==> config.mk <==
export PLATFORM = sky130hd
export DESIGN_NAME = clksyn_loader
export DESIGN_NICKNAME = d
export VERILOG_FILES = /design/src/rtl/clksyn_pkg.sv /design/src/rtl/clksyn_word_pack.sv /design/src/rtl/clksyn_phase_timer.sv /design/src/rtl/clksyn_wire_seq.sv /design/src/rtl/clksyn_loader.sv
export SDC_FILE = /design/constraint.sdc
export NUM_CORES = 1
export LEC_CHECK = 0
export ABC_AREA = 0
export BUFFER_PORTS_ARGS = -buffer_cell sky130_fd_sc_hd__buf_2
export CAP_MARGIN = 20
export CORE_AREA = 2 2 70 72
export DETAILED_ROUTE_END_ITERATION = 7
export DIE_AREA = 0 0 72 74
export GPL_TIMING_DRIVEN = 1
export PLACE_DENSITY = 0.73
export SETUP_SLACK_MARGIN = 0.5
export SYNTH_ARGS = -nofsm -noshare
export SYNTH_HDL_FRONTEND = slang
export SYNTH_SLANG_ARGS = --single-unit
export TNS_END_PERCENT = 30
==> constraint.sdc <==
create_clock -name clk -period 6.9 [get_ports clk]
set_clock_uncertainty 0.1 [all_clocks]
set_input_delay 1.38 -clock clk [delete_from_list [all_inputs] [get_ports clk]]
set_output_delay 1.38 -clock clk [all_outputs]
set_load 0.03 [all_outputs]
==> src/rtl/clksyn_pkg.sv <==
// Package: shared constants, segment encoding and the level decode used
// by the clock synthesizer serial programmer.
// Assumes the serial pair is represented as {clock, data}.
package clksyn_pkg;

    localparam int WORD_W = 24;
    localparam int IDX_W  = 4;
    localparam int N_W    = 7;
    localparam int P_W    = 3;
    localparam int D_W    = 7;
    localparam int BIT_W  = $clog2(WORD_W);
    localparam logic [1:0] REG_SELECT = 2'b10;
    localparam logic [1:0] PAIR_IDLE  = 2'b11;

    typedef enum logic [2:0] {
        SEG_LEAD,
        SEG_UNLOCK,
        SEG_ARM,
        SEG_START,
        SEG_BITS,
        SEG_STOP
    } seg_e;

    // Map a segment position to the {clock, data} levels it shows.
    function automatic logic [1:0] seg_levels(input seg_e seg,
                                              input logic [1:0] sub,
                                              input logic bitv);
        logic [1:0] lv;
        case (seg)
            SEG_LEAD:   lv = (sub == 2'd0) ? 2'b00 : 2'b01;
            SEG_UNLOCK: lv = sub[0] ? 2'b01 : 2'b11;
            SEG_ARM,
            SEG_START:  lv = (sub == 2'd0) ? 2'b00 : 2'b10;
            SEG_BITS:   lv = {(sub == 2'd0) || (sub == 2'd3),
                              sub[1] ? bitv : ~bitv};
            SEG_STOP:   lv = (sub == 2'd1) ? 2'b01 : 2'b11;
            default:    lv = PAIR_IDLE;
        endcase
        return lv;
    endfunction

endpackage

==> src/rtl/clksyn_word_pack.sv <==
// Module: clksyn_word_pack
// Packs the divider fields and the fixed register-select code into the
// 24-bit control word. Purely combinational; assumes the field widths
// from clksyn_pkg add up to the word width together with bits 23:21.
module clksyn_word_pack
    import clksyn_pkg::*;
(
    input  logic [IDX_W-1:0]  idx,
    input  logic [N_W-1:0]    nval,
    input  logic [P_W-1:0]    pval,
    input  logic [D_W-1:0]    dval,
    output logic [WORD_W-1:0] word
);

    // Concatenate the fields into their fixed bit positions.
    always_comb begin
        word = {1'b0, REG_SELECT, idx, nval, pval, dval};
    end

endmodule

==> src/rtl/clksyn_phase_timer.sv <==
// Module: clksyn_phase_timer
// Counts system clocks inside one wire phase and flags the last cycle of
// each phase. Assumes PHASE_CYCLES >= 1 and that clear and run are
// never high together.
module clksyn_phase_timer #(
    parameter int PHASE_CYCLES = 4
) (
    input  logic clk,
    input  logic rst_n,
    input  logic clear,
    input  logic run,
    output logic expire
);

    localparam int CNT_W = (PHASE_CYCLES > 1) ? $clog2(PHASE_CYCLES) : 1;
    localparam logic [CNT_W-1:0] CNT_LAST = CNT_W'(PHASE_CYCLES - 1);

    logic [CNT_W-1:0] cnt_q;

    // Flag the final cycle of the current phase while running.
    always_comb begin
        expire = run && (cnt_q == CNT_LAST);
    end

    // Advance the phase counter and wrap it at the end of each phase.
    always_ff @(posedge clk) begin
        if (!rst_n) begin
            cnt_q <= '0;
        end else if (clear) begin
            cnt_q <= '0;
        end else if (run) begin
            cnt_q <= expire ? '0 : cnt_q + 1'b1;
        end
    end

endmodule

==> src/rtl/clksyn_wire_seq.sv <==
// Module: clksyn_wire_seq
// Walks the load sequence (preamble, start bit, data bits, stop bit) and
// repeats it LOAD_REPEATS times. It registers the serial clock/data levels
// and issues busy/done. Assumes step comes from the phase timer and that
// word is stable from the cycle after accept until done.
module clksyn_wire_seq
    import clksyn_pkg::*;
#(
    parameter int UNLOCK_PULSES = 5,
    parameter int LOAD_REPEATS  = 3
) (
    input  logic              clk,
    input  logic              rst_n,
    input  logic              start,
    input  logic              step,
    input  logic [WORD_W-1:0] word,
    output logic              accept,
    output logic              active,
    output logic              done,
    output logic              ser_clk,
    output logic              ser_data
);

    localparam int SUB_RAW = $clog2(2 * UNLOCK_PULSES);
    localparam int SUB_W   = (SUB_RAW > 2) ? SUB_RAW : 2;
    localparam int REP_W   = (LOAD_REPEATS > 1) ? $clog2(LOAD_REPEATS) : 1;
    localparam logic [SUB_W-1:0] SUB_ONE     = SUB_W'(1);
    localparam logic [SUB_W-1:0] SUB_TWO     = SUB_W'(2);
    localparam logic [SUB_W-1:0] SUB_THREE   = SUB_W'(3);
    localparam logic [SUB_W-1:0] UNLOCK_LAST = SUB_W'(2 * UNLOCK_PULSES - 1);
    localparam logic [BIT_W-1:0] BIT_LAST    = BIT_W'(WORD_W - 1);
    localparam logic [REP_W-1:0] REP_LAST    = REP_W'(LOAD_REPEATS - 1);

    seg_e             seg_q,  seg_n;
    logic [SUB_W-1:0] sub_q,  sub_n;
    logic [BIT_W-1:0] bit_q,  bit_n;
    logic [REP_W-1:0] rep_q,  rep_n;
    logic             act_q,  act_n;
    logic             finish;
    logic             done_q;
    logic [1:0]       pair_q;

    // Accept a start request only while no load is running.
    always_comb begin
        accept = start && !act_q;
    end

    // Work out the next sequence position from the current one.
    always_comb begin
        seg_n  = seg_q;
        sub_n  = sub_q;
        bit_n  = bit_q;
        rep_n  = rep_q;
        act_n  = act_q;
        finish = 1'b0;
        if (accept) begin
            seg_n = SEG_LEAD;
            sub_n = '0;
            bit_n = '0;
            rep_n = '0;
            act_n = 1'b1;
        end else if (act_q && step) begin
            sub_n = sub_q + 1'b1;
            case (seg_q)
                SEG_LEAD: begin
                    if (sub_q == SUB_ONE) begin
                        seg_n = SEG_UNLOCK;
                        sub_n = '0;
                    end
                end
                SEG_UNLOCK: begin
                    if (sub_q == UNLOCK_LAST) begin
                        seg_n = SEG_ARM;
                        sub_n = '0;
                    end
                end
                SEG_ARM: begin
                    if (sub_q == SUB_ONE) begin
                        seg_n = SEG_START;
                        sub_n = '0;
                    end
                end
                SEG_START: begin
                    if (sub_q == SUB_ONE) begin
                        seg_n = SEG_BITS;
                        sub_n = '0;
                        bit_n = '0;
                    end
                end
                SEG_BITS: begin
                    if (sub_q == SUB_THREE) begin
                        sub_n = '0;
                        if (bit_q == BIT_LAST) begin
                            seg_n = SEG_STOP;
                        end else begin
                            bit_n = bit_q + 1'b1;
                        end
                    end
                end
                SEG_STOP: begin
                    if (sub_q == SUB_TWO) begin
                        seg_n = SEG_LEAD;
                        sub_n = '0;
                        if (rep_q == REP_LAST) begin
                            finish = 1'b1;
                            act_n  = 1'b0;
                        end else begin
                            rep_n = rep_q + 1'b1;
                        end
                    end
                end
                default: begin
                    seg_n = SEG_LEAD;
                    sub_n = '0;
                end
            endcase
        end
    end

    // Hold the sequence position, busy flag and done pulse.
    always_ff @(posedge clk) begin
        if (!rst_n) begin
            seg_q  <= SEG_LEAD;
            sub_q  <= '0;
            bit_q  <= '0;
            rep_q  <= '0;
            act_q  <= 1'b0;
            done_q <= 1'b0;
        end else begin
            seg_q  <= seg_n;
            sub_q  <= sub_n;
            bit_q  <= bit_n;
            rep_q  <= rep_n;
            act_q  <= act_n;
            done_q <= finish;
        end
    end

    // Register the wire levels of the position being entered.
    always_ff @(posedge clk) begin
        if (!rst_n) begin
            pair_q <= PAIR_IDLE;
        end else if (act_n) begin
            pair_q <= seg_levels(seg_n, sub_n[1:0], word[bit_n]);
        end else begin
            pair_q <= PAIR_IDLE;
        end
    end

    // Drive the outputs from their registers.
    always_comb begin
        active   = act_q;
        done     = done_q;
        ser_clk  = pair_q[1];
        ser_data = pair_q[0];
    end

    // both wires rest high whenever no load runs.
    a_r1_idle_high: assert property (@(posedge clk) disable iff (!rst_n)
        !act_q |-> (pair_q == PAIR_IDLE));

    // the levels do not move inside a phase.
    a_r7_phase_hold: assert property (@(posedge clk) disable iff (!rst_n)
        (act_q && $past(act_q) && !$past(step)) |-> $stable(pair_q));

    // done never overlaps busy.
    a_r9_done_idle: assert property (@(posedge clk) disable iff (!rst_n)
        done_q |-> !act_q);

    // done lasts a single cycle.
    a_r9_done_single: assert property (@(posedge clk) disable iff (!rst_n)
        done_q |=> !done_q);

    // a start seen while busy leaves the load running.
    a_r10_busy_start: assert property (@(posedge clk) disable iff (!rst_n)
        (act_q && start && !step) |=> act_q);

endmodule

==> src/rtl/clksyn_loader.sv <==
// Module: clksyn_loader (top)
// Serial programmer for a clock synthesizer: captures the divider fields
// when a start is accepted and drives the two-wire load sequence.
// Assumes prog_start is synchronous to clk; PHASE_CYCLES >= 1,
// UNLOCK_PULSES >= 5 and LOAD_REPEATS >= 1.
module clksyn_loader
    import clksyn_pkg::*;
#(
    parameter int PHASE_CYCLES  = 4,
    parameter int UNLOCK_PULSES = 5,
    parameter int LOAD_REPEATS  = 3
) (
    input  logic             clk,
    input  logic             rst_n,
    input  logic             prog_start,
    input  logic [IDX_W-1:0] fld_index,
    input  logic [N_W-1:0]   fld_n,
    input  logic [P_W-1:0]   fld_p,
    input  logic [D_W-1:0]   fld_d,
    output logic             prog_busy,
    output logic             prog_done,
    output logic             ser_clk,
    output logic             ser_data
);

    logic [WORD_W-1:0] word_in;
    logic [WORD_W-1:0] word_q;
    logic              accept;
    logic              busy_int;
    logic              step;

    clksyn_word_pack u_pack (
        .idx  (fld_index),
        .nval (fld_n),
        .pval (fld_p),
        .dval (fld_d),
        .word (word_in)
    );

    // Capture the packed word when a start is accepted.
    always_ff @(posedge clk) begin
        if (!rst_n) begin
            word_q <= '0;
        end else if (accept) begin
            word_q <= word_in;
        end
    end

    clksyn_phase_timer #(
        .PHASE_CYCLES (PHASE_CYCLES)
    ) u_timer (
        .clk    (clk),
        .rst_n  (rst_n),
        .clear  (accept),
        .run    (busy_int),
        .expire (step)
    );

    clksyn_wire_seq #(
        .UNLOCK_PULSES (UNLOCK_PULSES),
        .LOAD_REPEATS  (LOAD_REPEATS)
    ) u_seq (
        .clk      (clk),
        .rst_n    (rst_n),
        .start    (prog_start),
        .step     (step),
        .word     (word_q),
        .accept   (accept),
        .active   (busy_int),
        .done     (prog_done),
        .ser_clk  (ser_clk),
        .ser_data (ser_data)
    );

    // Expose the busy flag.
    always_comb begin
        prog_busy = busy_int;
    end

    // the captured word stays fixed for the whole load.
    a_r2_word_held: assert property (@(posedge clk) disable iff (!rst_n)
        (busy_int && $past(busy_int)) |-> $stable(word_q));

endmodule

* Word level (Yosys, flattened, before mapping)
Index checks and enable logic that the tools add are counted.
** Word-level totals
- Flip-flop bits (word level) :: 42
- Input bits :: 24
- Output and inout bits :: 4
- Word-level logic and storage cells :: 92
** Cells by class
- Add/sub/neg operators :: 4
- Order comparisons :: 1
- Equal/unequal tests :: 19
- Muxes and demuxes :: 38
- Bitwise operators :: 6
- Reductions and logical operators :: 14
** Operator list (number)
- $mux 3 :: 9
- $mux 5 :: 5
- $pmux 3 s6 :: 1
- $mux 4 :: 4
- $pmux 4 s4 :: 1
- $eq 3x2->1 const B :: 4
- $eq 3x3->1 const B :: 4
- $mux 2 :: 6
- $pmux 2 s5 :: 1
- $pmux 5 s2 :: 1
- $mux 1 :: 9
- $eq 4x2->1 const B :: 2
- $eq 2x2->1 const B :: 3
- $eq 3x1->1 const B :: 2
- $logic_not 3->1 :: 2
- $lt 5x6->1 const B :: 1
- $not 1->1 :: 6
- $add 5x1->5 const B :: 1
- $bmux 1 s5 :: 1
- $eq 5x5->1 const B :: 1
- $reduce_or 5->1 :: 1
- $add 2x1->2 const B :: 2
- $add 4x1->4 const B :: 1
- $eq 4x1->1 const B :: 1
- other kinds (10) :: 13

* Depth between registers and ports, before layout
- Depth in word-level cells :: 11
- Mapped depth :: 14
- Mapped depth without buffers :: 14

* By module
A second synthesis with hierarchy kept.
** Unflattened totals
- Cells, all modules :: 315
- Area, all modules :: 2831.5 um^2
** Modules (own cells, without submodules)
- clksyn_wire_seq :: times used 1, cells each 202, area each 1611.5 um^2, sequential area each 360.3 um^2
- clksyn_loader :: times used 1, cells each 77, area each 929.6 um^2, sequential area each 480.5 um^2
- clksyn_word_pack :: times used 1, cells each 26, area each 187.7 um^2, sequential area each 0.0 um^2
- clksyn_phase_timer :: times used 1, cells each 10, area each 102.6 um^2, sequential area each 40.0 um^2

* Least setup slack after synthesis
OpenSTA, ideal clock, no wires.
- Path kind :: input to register
- Start :: in prog_start
- End :: reg u_seq.pair_q[0]
- Library setup time :: 129 ps
- Arrival :: 2922 ps
- Data required time :: 6671 ps
- Path slack :: 3749 ps
- Stages on the path :: 10
- Buffers on the path :: 1
- Path through :: nand2b_1 > clkbuf_1 > o211ai_1 > mux2i_4 > mux2_1 > a2bb2oi_1 > o211ai_1 > nand4_1 > mux2i_1 > a21oi_2
** On the way
- Cells in the longest elaborated chain, start to end :: 7
- Elaborated cells between the ends (all ways) :: 20
- Those cells by class :: eq/ne: 5; mux: 9; bitwise: 1; reduce/logical: 5
** Ends and longest elaborated chain
- start, declared :: RTL line clksyn_loader.sv:15 : input logic prog_start,
- $logic_and 1x1->1 * :: RTL line clksyn_wire_seq.sv:45 : accept = start && !act_q;
- $mux 5 :: RTL line clksyn_wire_seq.sv:56 : if (accept) begin
- $bmux 1 s5 :: RTL line clksyn_wire_seq.sv:144 : pair_q <= seg_levels(seg_n, sub_n[1:0], word[bit_n]);
- $mux 1 (not written as such) :: RTL line clksyn_wire_seq.sv:144
- $not 1->1 :: RTL line clksyn_pkg.sv:35 : sub[1] ? bitv : ~bitv};
- $mux 1 :: RTL line clksyn_pkg.sv:35
- $pmux 2 s5 :: RTL line clksyn_pkg.sv:29 : case (seg)
- end signal, assigned :: RTL line clksyn_wire_seq.sv:144
- end, declared :: RTL line clksyn_wire_seq.sv:41 : logic [1:0] pair_q;
Every way passes the cells marked *; elsewhere a longest branch is shown, timed or not. The select of a mux whose other input is x is not followed.
A chain may end at the register's enable or synchronous reset.

* Worst setup path in the final report
Ends and elaborated chain as after synthesis.

==> impl_metrics.json <==
{
  "core_area_um2": 4598,
  "cp.arrival_ns": 3.76,
  "antenna_found_initial": 0,
  "hold_path.class": "register to register",
  "cellLeakagePower_nw": 1.031,
  "yosys-top-cells-count": "nand2_1, dfxtp_1, a21oi_1",
  "rsz0062_at_grt": "no",
  "use_met2_pct": 34.26,
  "die_h_um": 74,
  "critPathLaunchType": "input pin",
  "dpl-instance-area_um2": 2522,
  "synth_area_leaders": "dfxtp_1, nand2_1, mux2i_1, a21oi_1, ha_1",
  "r2r-end": "u_seq.pair_q[0]",
  "die_x_um": 72,
  "wl_per_cell_um": 13.25,
  "endpoint": "u_seq.pair_q[0]",
  "final_area_um2": 2680,
  "worstHoldStart": "word_q[4]",
  "viasPerCell": 5.557,
  "initial_utilization_pct": 52.30,
  "end_kind": "register",
  "drt-pass1-iter-count": 4,
  "p_int_mw": 0.4214,
  "synth_cells": 293,
  "worstPathRequired_ns": 6.97,
  "post_cts_buffers": 0,
  "status": "finished, final reports clean",
  "r2r_cells": 9,
  "root_buffer": "clkbuf_8",
  "regToRegSetupSlack_ns": 3.74,
  "max_freq_mhz": 270.6,
  "cts.sink_count": 42,
  "grt_start_max_net_pins": 28,
  "path_buf_inv": 1,
  "whs_ns": 0.3555,
  "grt_pass1_wl_mm": 8.611,
  "yosys.area.top_type": "dfxtp_1",
  "slew_headroom_pct": 37.81,
  "fin_util_pct": 58.29,
  "critPathTopFamily": "multiplexers",
  "syn_area_um2": 2405,
  "crit_start": "prog_start",
  "ant_nets": 0,
  "cts_tree": "done",
  "tns_ns": 0,
  "dieArea_um2": 5328,
  "hold_violations": 0,
  "final-setup-viol-count": 0,
  "synth_cell_types": 60,
  "nets": 343,
  "dpl.cell_count": 357,
  "ir_drop_mv": 0.1233,
  "numCtsBuffers": 5,
  "clk_pin_slew_ns": 0.08,
  "grt.busiest_layer": "met2",
  "power_frac_comb_pct": 7.3,
  "post-route-period-util_pct": 53.56,
  "min_period_ns": 3.696,
  "yosys_warnings": 0,
  "layout-drive-gt1-share_pct": 16.35,
  "clkPwrFrac_pct": 45.0,
  "cp_slowest_cell": "nand2b_1",
  "routed_wl_mm": 4.851,
  "grt.met1_usage_pct": 25.21,
  "ys_async_sr_fraction_pct": 0,
  "synth_top_cell_area_share_pct": 34.96,
  "route.detailed.drc": 0,
  "grt_pass1_vias": 1927,
  "post_cts_resized": 0,
  "dr_total_vias": 2034,
  "yosysMostFrequentCell": "nand2_1",
  "crit_path_frequent_cell": "o211ai_1",
  "synth_edf_count": 0,
  "grt.overflow.total": 0,
  "finalMaxSlewViolations": 0,
  "switchingPower_mw": 0.1162,
  "grtUsageMet3_pct": 4.607,
  "path_class": "input pin to register",
  "num_rows": 25,
  "r2r_start": "u_seq.active",
  "seqPwrFrac_pct": 47.7,
  "n_antenna_cell": 0,
  "ios": 28,
  "worstSkewPairLatency_ns": 0.30,
  "area_delta_synth_final_pct": 11.45,
  "syn_nets": 325,
  "crit_chain": "buf_2 > nand2b_1 > o211ai_1 > mux2i_4 > mux2_1 > a2bb2oi_1 > o211ai_1 > nand4_1 > mux2i_1 > a21oi_2",
  "cap_violations": 0,
  "synth_flop_cell": "dfxtp_1",
  "p_sw_share_pct": 21.62,
  "grt_use_total_pct": 20.38,
  "power.density_nw_per_um2": 200.6,
  "ys_seq_area_share_pct": 34.96,
  "place.gp.congestion": 0.8522,
  "dpl.hpwl_mm": 3.488,
  "cpPeakStageDelay_ns": 0.65,
  "holdBufCountCts": 0,
  "path_max_fanout": 25,
  "syn_area_per_cell_um2": 8.208,
  "drtIter0Drc": 94,
  "ys_ff_latch": 42,
  "portBuffers": 27,
  "clock_path_buffers": 2,
  "tightest_slew_ns": 0.9328,
  "cts_htree_levels": 2,
  "layout.cells.non_filler": 366,
  "cp_num_cells": 10
}
==> logic make-up (layout without fill, tap and decap cells) <==
family / Yosys count / after routing / share of synthesized area [%]
xor gates and xnor gates: 1 / 1 / 0.3643
AOI/OAI and AO/OA: 68 / 68 / 18.47
adders and majority gates: 8 / 8 / 4.162
DFF: 42 / 42 / 34.96
buffers and inverters: 24 / 43 / 4.735
and+or+nand+nor: 130 / 130 / 27.78
muxes: 20 / 20 / 9.521
==> cells in the final DEF (no fill, tap or decap), drive strengths merged, types with 3 or more instances in the layout <==
master and n:
nand2 58, buf 28, mux2 3, clkbuf 6, nor3 4, nor2b 9, dfxtp 42, nand2b 3
and2 4, ha 8, nand4 4, nor3b 3, mux2i 17, o21ai 14, nand3 6, nor2 25
a21oi 27, nand3b 4, inv 7
==> stage by stage <==
| stage | worst slack [ns] | power (mW) |
|---|---|---|
| 6_report | 3.204 | 0.5376 |
| 5_1_grt | 2.958 | 0.5608 |
| 4_1_cts | 3.191 | 0.5394 |
| 3_5_place_dp | 2.884 | 0.3005 |
| 3_3_place_gp | 2.980 | 0.2998 |
| 2_1_floorplan | 3.749 | 0.2872 |
==> worst min-delay path, stage by stage (launching register included) <==
cell     delay [ns]
dfxtp_1        0.31
nand2_1        0.05
a21oi_1        0.05
==> flip-flops by register name (all words and copies together), names as in the netlist <==
name,cells
u_timer.cnt_q,2
u_seq.sub_q,4
u_seq.seg_q,3
u_seq.done,1
word_q,22
u_seq.pair_q,2
u_seq.active,1
u_seq.rep_q,2
u_seq.bit_q,5
==> worst min path at each step <==
stage                 end  slack (ns)  depth (start not counted)
3_5_place_dp   word_q[19]        0.35                          2
4_1_cts         word_q[0]        0.36                          2
2_1_floorplan  word_q[20]        0.33                          2
6_report        word_q[4]        0.36                          2
5_1_grt        word_q[14]        0.38                          2
3_3_place_gp   word_q[19]        0.35                          2
==> cell type report <==
| class | instances | area, um^2 |
|---|---|---|
| clock buffer | 6 | 82.58 |
| timing repair buffer | 28 | 150.1 |
| inverter | 7 | 26.28 |
| sequential | 42 | 840.8 |
| clock inverter | 2 | 60.06 |
| tap | 54 | 67.56 |
| fill | 428 | 1918 |
| multi-input combinational | 227 | 1453 |
==> power groups by stage <==
| stage | combinational [mW] | sequential, mW | clock (mW) |
|---|---|---|---|
| detailed placement | 0.0379 | 0.263 | 0 |
| floorplan | 0.0243 | 0.263 | 0 |
| finish | 0.0390 | 0.257 | 0.242 |
| global route | 0.0442 | 0.258 | 0.258 |
| CTS | 0.0382 | 0.257 | 0.244 |
| global placement | 0.0373 | 0.262 | 0 |
==> routing by layer <==
metal	wire (um)	up-vias
met4	86	0
met2	2288	52
li1	-	1063
met1	2212	909
met5	0	-
met3	264	10
No activity file was read; power rests on OpenSTA's default activity.
